$ cat src/rtl/coh_nif_pkg.sv
package coh_nif_pkg;

  typedef enum logic [2:0] {
    MSG_READ    = 3'd0,
    MSG_READX   = 3'd1,
    MSG_WRITE   = 3'd2,
    MSG_INV     = 3'd3,
    MSG_INV_ACK = 3'd4,
    MSG_WB_REQ  = 3'd5,
    MSG_WB_DATA = 3'd6,
    MSG_RD_DATA = 3'd7
  } msg_e;

  typedef enum logic [1:0] {
    L1_FILL = 2'd0,
    L1_INV  = 2'd1,
    L1_WB   = 2'd2
  } l1_op_e;

  localparam int MSG_W = 3;

  // data-free messages travel on the high-priority class
  function automatic logic msg_prio(msg_e t);
    return !(t == MSG_WRITE || t == MSG_WB_DATA || t == MSG_RD_DATA);
  endfunction

  function automatic logic msg_opens_read(msg_e t);
    return (t == MSG_READ) || (t == MSG_READX);
  endfunction

endpackage

$ cat src/rtl/coh_nif_fifo.sv
module coh_nif_fifo #(
  parameter int W     = 8,
  parameter int DEPTH = 4
) (
  input  logic         clk_i,
  input  logic         rst_ni,
  input  logic         push_i,
  input  logic [W-1:0] data_i,
  output logic         full_o,
  input  logic         pop_i,
  output logic [W-1:0] data_o,
  output logic         empty_o
);
  localparam int AW = (DEPTH > 1) ? $clog2(DEPTH) : 1;
  localparam int CW = $clog2(DEPTH + 1);

  logic [W-1:0]  mem_q [DEPTH];
  logic [AW-1:0] rd_q, wr_q;
  logic [CW-1:0] cnt_q;

  function automatic logic [AW-1:0] ptr_next(logic [AW-1:0] p);
    return (p == AW'(DEPTH - 1)) ? '0 : p + AW'(1);
  endfunction

  assign full_o  = (cnt_q == CW'(DEPTH));
  assign empty_o = (cnt_q == '0);
  assign data_o  = mem_q[rd_q];

  always_ff @(posedge clk_i) begin
    if (push_i) mem_q[wr_q] <= data_i;
  end

  always_ff @(posedge clk_i or negedge rst_ni) begin
    if (!rst_ni) begin
      rd_q  <= '0;
      wr_q  <= '0;
      cnt_q <= '0;
    end else begin
      if (push_i) wr_q <= ptr_next(wr_q);
      if (pop_i)  rd_q <= ptr_next(rd_q);
      cnt_q <= cnt_q + CW'(push_i) - CW'(pop_i);
    end
  end

  a_r10_push_not_full: assert property (@(posedge clk_i) disable iff (!rst_ni)
    push_i |-> !full_o);
  a_r2_pop_not_empty: assert property (@(posedge clk_i) disable iff (!rst_ni)
    pop_i |-> !empty_o);

endmodule

$ cat src/rtl/coh_nif_sched.sv
module coh_nif_sched
  import coh_nif_pkg::*;
#(
  parameter int ADDR_W      = 16,
  parameter int ENT_W       = 23,
  parameter int NUM_CREDITS = 2
) (
  input  logic              clk_i,
  input  logic              rst_ni,
  input  logic              rsp_empty_i,
  input  logic [ENT_W-1:0]  rsp_head_i,
  input  logic              src_empty_i,
  input  logic [ENT_W-1:0]  src_head_i,
  input  logic              credit_i,
  input  logic              fill_done_i,
  output logic              rsp_pop_o,
  output logic              src_pop_o,
  output logic              tx_valid_o,
  output logic [ENT_W-1:0]  tx_ent_o,
  output logic              pend_valid_o,
  output logic [ADDR_W-1:0] pend_addr_o
);
  localparam int CRW = $clog2(NUM_CREDITS + 1);

  logic [CRW-1:0]    crd_q;
  logic              pend_q;
  logic [ADDR_W-1:0] pend_addr_q;
  logic              has_crd;
  msg_e              src_type;

  assign has_crd  = (crd_q != '0);
  assign src_type = msg_e'(src_head_i[ENT_W-1 -: MSG_W]);

  // response queue first: replies must drain or the protocol can deadlock
  assign rsp_pop_o  = !rsp_empty_i && has_crd;
  assign src_pop_o  = !rsp_pop_o && !src_empty_i && !pend_q && has_crd;
  assign tx_valid_o = rsp_pop_o || src_pop_o;
  assign tx_ent_o   = rsp_pop_o ? rsp_head_i : src_head_i;

  assign pend_valid_o = pend_q;
  assign pend_addr_o  = pend_addr_q;

  always_ff @(posedge clk_i or negedge rst_ni) begin
    if (!rst_ni) begin
      crd_q       <= CRW'(NUM_CREDITS);
      pend_q      <= 1'b0;
      pend_addr_q <= '0;
    end else begin
      crd_q <= crd_q - CRW'(tx_valid_o) + CRW'(credit_i);
      if (fill_done_i) pend_q <= 1'b0;
      if (src_pop_o && msg_opens_read(src_type)) begin
        pend_q      <= 1'b1;
        pend_addr_q <= src_head_i[ADDR_W-1:0];
      end
    end
  end

  a_r4_credit_cap: assert property (@(posedge clk_i) disable iff (!rst_ni)
    crd_q <= CRW'(NUM_CREDITS));
  a_r5_pend_held: assert property (@(posedge clk_i) disable iff (!rst_ni)
    pend_q && !fill_done_i |=> pend_q && $stable(pend_addr_q));

endmodule

$ cat src/rtl/coh_nif_rx.sv
module coh_nif_rx
  import coh_nif_pkg::*;
#(
  parameter int ADDR_W = 16,
  parameter int NODE_W = 4,
  parameter int ENT_W  = 23
) (
  input  logic              clk_i,
  input  logic              rst_ni,
  input  logic              rx_valid_i,
  input  msg_e              rx_type_i,
  input  logic [NODE_W-1:0] rx_src_i,
  input  logic [ADDR_W-1:0] rx_addr_i,
  output logic              rx_ready_o,
  input  logic              pend_valid_i,
  input  logic [ADDR_W-1:0] pend_addr_i,
  input  logic              rsp_full_i,
  output logic              rsp_push_o,
  output logic [ENT_W-1:0]  rsp_ent_o,
  output logic              fill_done_o,
  output logic              l1_req_o,
  output logic [1:0]        l1_op_o,
  output logic [ADDR_W-1:0] l1_addr_o,
  input  logic              l1_ack_i
);
  logic              busy_q, def_q;
  l1_op_e            cur_op_q, def_op_q, rx_op;
  logic [NODE_W-1:0] cur_src_q, def_src_q;
  logic [ADDR_W-1:0] cur_addr_q, def_addr_q;
  logic              rx_data, rx_ctrl, hit, accept, done;
  logic              release_pend, release_go;
  msg_e              rsp_type;

  assign rx_data = (rx_type_i == MSG_RD_DATA);
  assign rx_ctrl = (rx_type_i == MSG_INV) || (rx_type_i == MSG_WB_REQ);
  assign rx_op   = rx_data ? L1_FILL : ((rx_type_i == MSG_WB_REQ) ? L1_WB : L1_INV);
  // control request overtook the data reply of our own pending read
  assign hit     = rx_ctrl && pend_valid_i && (rx_addr_i == pend_addr_i);

  assign release_pend = def_q && !pend_valid_i;
  assign release_go   = release_pend && !busy_q && !rsp_full_i;

  always_comb begin
    rx_ready_o = 1'b0;
    if (!busy_q && !release_pend) begin
      if (rx_ctrl) rx_ready_o = !def_q && !rsp_full_i;
      else         rx_ready_o = 1'b1;
    end
  end

  assign accept = rx_valid_i && rx_ready_o;
  assign done   = busy_q && l1_ack_i;

  assign fill_done_o = done && (cur_op_q == L1_FILL);
  assign rsp_push_o  = done && (cur_op_q != L1_FILL);
  assign rsp_type    = (cur_op_q == L1_WB) ? MSG_WB_DATA : MSG_INV_ACK;
  assign rsp_ent_o   = {rsp_type, cur_src_q, cur_addr_q};

  assign l1_req_o  = busy_q;
  assign l1_op_o   = cur_op_q;
  assign l1_addr_o = cur_addr_q;

  always_ff @(posedge clk_i or negedge rst_ni) begin
    if (!rst_ni) begin
      busy_q     <= 1'b0;
      cur_op_q   <= L1_FILL;
      cur_src_q  <= '0;
      cur_addr_q <= '0;
      def_q      <= 1'b0;
      def_op_q   <= L1_INV;
      def_src_q  <= '0;
      def_addr_q <= '0;
    end else begin
      if (done) busy_q <= 1'b0;
      if (release_go) begin
        busy_q     <= 1'b1;
        cur_op_q   <= def_op_q;
        cur_src_q  <= def_src_q;
        cur_addr_q <= def_addr_q;
        def_q      <= 1'b0;
      end else if (accept) begin
        if (hit) begin
          def_q      <= 1'b1;
          def_op_q   <= rx_op;
          def_src_q  <= rx_src_i;
          def_addr_q <= rx_addr_i;
        end else if (rx_data || rx_ctrl) begin
          busy_q     <= 1'b1;
          cur_op_q   <= rx_op;
          cur_src_q  <= rx_src_i;
          cur_addr_q <= rx_addr_i;
        end
      end
    end
  end

  a_r8_no_early_ctrl: assert property (@(posedge clk_i) disable iff (!rst_ni)
    l1_req_o && (l1_op_o != L1_FILL) |-> !(pend_valid_i && (l1_addr_o == pend_addr_i)));
  a_r8_def_kept: assert property (@(posedge clk_i) disable iff (!rst_ni)
    def_q && pend_valid_i |=> def_q);
  a_r7_l1_hold: assert property (@(posedge clk_i) disable iff (!rst_ni)
    l1_req_o && !l1_ack_i |=> l1_req_o && $stable(l1_addr_o) && $stable(l1_op_o));

endmodule

$ cat src/rtl/coh_proc_nif.sv
module coh_proc_nif
  import coh_nif_pkg::*;
#(
  parameter int NODE_W      = 4,
  parameter int ADDR_W      = 16,
  parameter int NODE_ID     = 3,
  parameter int SRC_DEPTH   = 4,
  parameter int RSP_DEPTH   = 2,
  parameter int NUM_CREDITS = 2,
  localparam int PKT_W      = MSG_W + 1 + 2 * NODE_W + ADDR_W
) (
  input  logic              clk_i,
  input  logic              rst_ni,
  input  logic              cpu_req_valid_i,
  output logic              cpu_req_ready_o,
  input  logic [1:0]        cpu_req_op_i,
  input  logic [ADDR_W-1:0] cpu_req_addr_i,
  input  logic [NODE_W-1:0] cpu_req_home_i,
  output logic              tx_valid_o,
  output logic [PKT_W-1:0]  tx_pkt_o,
  input  logic              tx_credit_i,
  input  logic              rx_valid_i,
  output logic              rx_ready_o,
  input  logic [PKT_W-1:0]  rx_pkt_i,
  output logic              l1_req_o,
  output logic [1:0]        l1_op_o,
  output logic [ADDR_W-1:0] l1_addr_o,
  input  logic              l1_ack_i
);
  localparam int ENT_W = MSG_W + NODE_W + ADDR_W;
  localparam logic [NODE_W-1:0] MY_ID = NODE_W'(NODE_ID);

  logic              src_full, src_empty, src_pop, src_push;
  logic [ENT_W-1:0]  src_in, src_head;
  logic              rsp_full, rsp_empty, rsp_pop, rsp_push;
  logic [ENT_W-1:0]  rsp_in, rsp_head;
  logic [ENT_W-1:0]  tx_ent;
  logic              pend_valid, fill_done;
  logic [ADDR_W-1:0] pend_addr;
  msg_e              tx_type, rx_type;
  logic [NODE_W-1:0] rx_src, rx_dst;
  logic [ADDR_W-1:0] rx_addr;
  logic              rx_prio;

  assign cpu_req_ready_o = !src_full;
  assign src_push        = cpu_req_valid_i && !src_full;
  assign src_in          = {msg_e'({1'b0, cpu_req_op_i}), cpu_req_home_i, cpu_req_addr_i};

  coh_nif_fifo #(.W(ENT_W), .DEPTH(SRC_DEPTH)) u_src_q (
    .clk_i, .rst_ni,
    .push_i(src_push), .data_i(src_in), .full_o(src_full),
    .pop_i(src_pop), .data_o(src_head), .empty_o(src_empty)
  );

  coh_nif_fifo #(.W(ENT_W), .DEPTH(RSP_DEPTH)) u_rsp_q (
    .clk_i, .rst_ni,
    .push_i(rsp_push), .data_i(rsp_in), .full_o(rsp_full),
    .pop_i(rsp_pop), .data_o(rsp_head), .empty_o(rsp_empty)
  );

  coh_nif_sched #(.ADDR_W(ADDR_W), .ENT_W(ENT_W), .NUM_CREDITS(NUM_CREDITS)) u_sched (
    .clk_i, .rst_ni,
    .rsp_empty_i(rsp_empty), .rsp_head_i(rsp_head),
    .src_empty_i(src_empty), .src_head_i(src_head),
    .credit_i(tx_credit_i), .fill_done_i(fill_done),
    .rsp_pop_o(rsp_pop), .src_pop_o(src_pop),
    .tx_valid_o(tx_valid_o), .tx_ent_o(tx_ent),
    .pend_valid_o(pend_valid), .pend_addr_o(pend_addr)
  );

  assign tx_type  = msg_e'(tx_ent[ENT_W-1 -: MSG_W]);
  assign tx_pkt_o = {tx_type, msg_prio(tx_type), MY_ID, tx_ent[ENT_W-MSG_W-1:0]};

  assign rx_type = msg_e'(rx_pkt_i[PKT_W-1 -: MSG_W]);
  assign rx_prio = rx_pkt_i[PKT_W-MSG_W-1];
  assign rx_src  = rx_pkt_i[ADDR_W + 2*NODE_W - 1 -: NODE_W];
  assign rx_dst  = rx_pkt_i[ADDR_W + NODE_W - 1 -: NODE_W];
  assign rx_addr = rx_pkt_i[ADDR_W-1:0];

  coh_nif_rx #(.ADDR_W(ADDR_W), .NODE_W(NODE_W), .ENT_W(ENT_W)) u_rx (
    .clk_i, .rst_ni,
    .rx_valid_i, .rx_type_i(rx_type), .rx_src_i(rx_src), .rx_addr_i(rx_addr),
    .rx_ready_o,
    .pend_valid_i(pend_valid), .pend_addr_i(pend_addr),
    .rsp_full_i(rsp_full), .rsp_push_o(rsp_push), .rsp_ent_o(rsp_in),
    .fill_done_o(fill_done),
    .l1_req_o, .l1_op_o, .l1_addr_o, .l1_ack_i
  );

  a_r3_rsp_first: assert property (@(posedge clk_i) disable iff (!rst_ni)
    tx_valid_o && (tx_type inside {MSG_READ, MSG_READX, MSG_WRITE}) |-> rsp_empty);
  a_r5_no_src_while_pend: assert property (@(posedge clk_i) disable iff (!rst_ni)
    tx_valid_o && msg_opens_read(tx_type) |=> pend_valid);
  a_r2_cpu_op_legal: assert property (@(posedge clk_i) disable iff (!rst_ni)
    cpu_req_valid_i |-> cpu_req_op_i != 2'd3);
  a_r2_rx_header: assert property (@(posedge clk_i) disable iff (!rst_ni)
    rx_valid_i |-> (rx_dst == MY_ID) && (rx_prio == msg_prio(rx_type)));

endmodule

$ cat config.mk
export PLATFORM = sky130hd
export DESIGN_NAME = coh_proc_nif
export DESIGN_NICKNAME = d
export VERILOG_FILES = /design/src/rtl/coh_nif_pkg.sv /design/src/rtl/coh_nif_fifo.sv /design/src/rtl/coh_nif_sched.sv /design/src/rtl/coh_nif_rx.sv /design/src/rtl/coh_proc_nif.sv
export SDC_FILE = /design/constraint.sdc
export NUM_CORES = 1
export LEC_CHECK = 0
export BUFFER_PORTS_ARGS = -buffer_cell sky130_fd_sc_hd__buf_2
export CORE_ASPECT_RATIO = 1.4
export CORE_MARGIN = 4
export CORE_UTILIZATION = 55
export CTS_CLUSTER_SIZE = 20
export DETAILED_ROUTE_END_ITERATION = 8
export PLACE_DENSITY = 0.76
export SYNTH_ARGS = -nofsm -noshare
export SYNTH_HDL_FRONTEND = slang
export SYNTH_SLANG_ARGS = --single-unit
$ cat constraint.sdc
create_clock -name clk_i -period 4.1 [get_ports clk_i]
set_clock_uncertainty 0.2 [all_clocks]
set_input_delay 0.205 -clock clk_i [delete_from_list [all_inputs] [get_ports clk_i]]
set_output_delay 0.205 -clock clk_i [all_outputs]
set_load 0.02 [all_outputs]
==> impl_metrics.csv <==
group,metric,value,unit
finish,drive_gt1_frac,0.3397,
power_and_ir_drop,comb_power_share,0.348,
finish,antenna_cells_inserted,0,
worst_setup_path,cp_data_required_time,4.26,ns
timing,worst_pin_slew,1.157,ns
floorplan,die_height,156.7,um
detailed_routing,drtAntennaViolNets,0,
status,outcome,"finished clean",
floorplan,die_w,114.2,um
worst_setup_path,crit_family,"buffers and inverters",
power_and_ir_drop,p_per_area,737.7,nW/um^2
timing,final_hold_viol_count,0,
cts,clk_latency,0.48,ns
synth,yosys_warnings,0,
power_and_ir_drop,p_switching,0.002677,W
grt,grt_pass1_wl,27830,um
detailed_routing,viasPerCell,5.498,
timing,period_share,0.7379,
timing,tns,0,ns
cts,cts_buffers,20,
min_path,hold_end,"u_src_q.wr_q[0]",
finish,fin_area,10410,um^2
finish,layout_common_cells,"edfxtp_1 (130), buf_2 (95), dfrtp_1 (74)",
finish,final_common_cell,"edfxtp_1",
synth,syn_inst,528,
worst_setup_path,rrSetupSlack,1.07,ns
synth,synth_area_leader_cell,"edfxtp_1",
place,place_area,9248,um^2
worst_setup_path,cp_max_fo,24,
synth,avgSynthCellArea,16.46,um^2
timing,finalSetupViolCount,0,
detailed_routing,wl_per_cell,20.32,um
floorplan,design.core.area,15540,um^2
timing,whs,0.05588,ns
synth,ys_seq_elements,206,
grt,grt_max_degree,77,
worst_setup_path,path_cells,"nor4_4, buf_4, nor2_1, a2111oi_4, buf_4, mux2_1",
timing,max_freq,330.6,MHz
synth,ys_types,41,
detailed_routing,drcViolationCount,0,
min_path,worstHoldStart,"cpu_req_valid_i",
cts,cts_root_buf,"clkbuf_16",
place,place.gp.congestion,0.7793,
timing,final-max-slew-violation-count,0,
timing,finalCriticalPeriod,3.025,ns
floorplan,ios,106,
power_and_ir_drop,leakage,4.185,nW
synth,synth_area_leaders,"edfxtp_1 (45%), dfrtp_1 (21%), mux2_2 (8.3%), mux4_2 (5.4%), mux2i_1 (2.5%)",
worst_setup_path,critPathMaxStageDelay,0.64,ns
cts,path_clk_slew,0.06,ns
floorplan,rows,54,
floorplan,die_area,17910,um^2
detailed_routing,vias,4800,
cts,cts_tree,"built",
finish,syn_to_final_growth,19.72,%
worst_setup_path,worst_path_max_delay_cell,"a2111oi_4",
synth,netlist_area,8691,um^2
synth,synth_top_cell_area_share,0.4492,
run,drv_cap,0,
cts,ctsLongestPathBuffers,3,
detailed_routing,initialDrtViolationCount,261,
min_path,hp-class,"in2reg",
worst_setup_path,cp_common_cell,"buf_4",
worst_setup_path,path_buf_inv,2,
power_and_ir_drop,peakVddDrop,445.5,uV
grt,first_global_vias,5178,
floorplan,initial_core_util,0.5593,
synth,synth-seq-area-share,0.6683,
place,port_buffers,96,
worst_setup_path,critPathArrivalTime,3.18,ns
timing,rsz0062_at_grt,"false",
power_and_ir_drop,internal-power,0.004999,W
grt,grt_overflow,0,
power_and_ir_drop,p_seq_frac,0.410,
cts,cts_max_level,1,
worst_setup_path,critPathCaptureType,"register",
cts,cts_num_sinks,206,
worst_setup_path,start_kind,"register",
worst_setup_path,r2r_start,"u_sched.pend_valid_o",
power_and_ir_drop,clkPwrFrac,0.242,
detailed_routing,routed_wirelength,17740,um
worst_setup_path,crit_type,"reg2reg",
min_path,hold_depth,3,
worst_setup_path,rr_endpoint,"u_rx.l1_addr_o[11]",
grt,antenna_found_initial,0,
finish,finish.net_count,732,
power_and_ir_drop,switching_share,0.3487,
detailed_routing,dr.pass1.iters,4,
timing,slew_headroom,0.2286,
place,dp_hpwl,11810,um
worst_setup_path,worstRegToRegCells,6,
grt,grt_use_total,0.2013,
[cells by family after synthesis]
group,synth area share
flops,0.6683
other cells,0.0008641
xor+xnor,0.02519
mux,0.1873
fa+ha+maj,0.01814
buf+inv,0.03613
compound gates,0.02822
simple gates,0.03585
[power groups by stage]
stage / registers, W / clock network (W) / logic [W]
after detailed placement: 0.00318 / 0 / 0.00266
final: 0.00315 / 0.00186 / 0.00267
after CTS: 0.00315 / 0.00188 / 0.00272
after global routing: 0.00320 / 0.00198 / 0.00291
after global placement: 0.00313 / 0 / 0.00256
after floorplan: 0.00306 / 0 / 0.00197
[worst max-delay path by stage]
stage	from	end	cells past startpoint
final	u_sched.pend_valid_o	u_rx.l1_addr_o[11]	6
after global routing	u_rsp_q.cnt_q[1]	u_rx.l1_addr_o[7]	7
after CTS	u_sched.pend_valid_o	u_rx.l1_addr_o[11]	6
after detailed placement	u_sched.pend_valid_o	u_rx.l1_addr_o[7]	6
after global placement	u_sched.pend_valid_o	u_rx.l1_addr_o[9]	6
after floorplan	u_sched.crd_q[1]	u_src_q.cnt_q[2]	11
[cells in the mapped netlist]
cell	instances
nand3_1	2
a21boi_0	1
buf_4	21
clkbuf_1	13
nand2_1	32
inv_1	15
dfrtp_1	74
or3_1	1
o22ai_1	1
a2111oi_4	1
buf_1	1
mux4_2	21
nand2b_1	1
mux2i_1	22
a21o_1	2
and3_1	4
mux2_2	64
nor4_4	2
mux2_1	19
nor2_1	8
xnor2_1	22
o21ai_0	28
xor2_1	3
o21a_1	1
o211a_1	1
nor3_1	3
o31ai_1	2
ha_1	11
nand4_2	1
conb_1	2
fa_1	1
nor2_2	1
and2_0	1
buf_6	2
buf_2	5
dfstp_2	2
o211ai_1	1
a32oi_1	1
nand4_1	3
nor2b_1	2
edfxtp_1	130
[sequential cells by signal, indices dropped and copies added, names as in the netlist, 3 cells and up]
name and cells:
u_rsp_q.mem_q 42, u_rx.cur_src_q 4, u_rx.def_addr_q 16, u_rx.def_src_q 4, u_rx.l1_addr_o 16, u_sched.pend_addr_o 16, u_src_q.cnt_q 3, u_src_q.mem_q 88
[per-stage QoR]
stage	total power, W	util	cells	setup WS (ns)
2_1_floorplan	0.005030	-	530	1.596
3_3_place_gp	0.005697	0.5951	789	1.169
3_5_place_dp	0.005845	0.5951	789	1.049
4_1_cts	0.007754	0.6696	873	1.022
5_1_grt	0.008090	0.6696	873	0.9335
6_report	0.007676	0.6696	873	1.075
[worst reg2reg max path: stages, from the launching register on]
cell and delay, ns:
dfrtp_1 0.48, nor4_4 0.30, buf_4 0.37, nor2_1 0.14, a2111oi_4 0.64, buf_4 0.40, mux2_1 0.37
[routing by layer]
metal  GRT usage  vias up  routed length, um
met5           0        -                  0
met4     0.06395        0                483
met3     0.03017       33                808
met2      0.3610      105               9465
met1      0.2508     2460               6984
li1            -     2202                  -
[final cells by class]
cell class / instances / area [um^2]
flip-flops and latches: 206 / 5808
fillers: 1128 / 5135
multi-input cells: 267 / 2587
repair buffers: 154 / 1041
clock buffers: 23 / 533.0
well taps: 196 / 245.2
clock inverters: 12 / 133.9
inverters: 15 / 56.30
[what timing repair did]
item,CTS,global route
endpoints found under the setup margin,0,0
endpoints found under the hold margin,209,0
resized for setup,0,0
setup buffers,0,0
hold buffers,49,0
No activity file was read; power rests on OpenSTA's default activity.
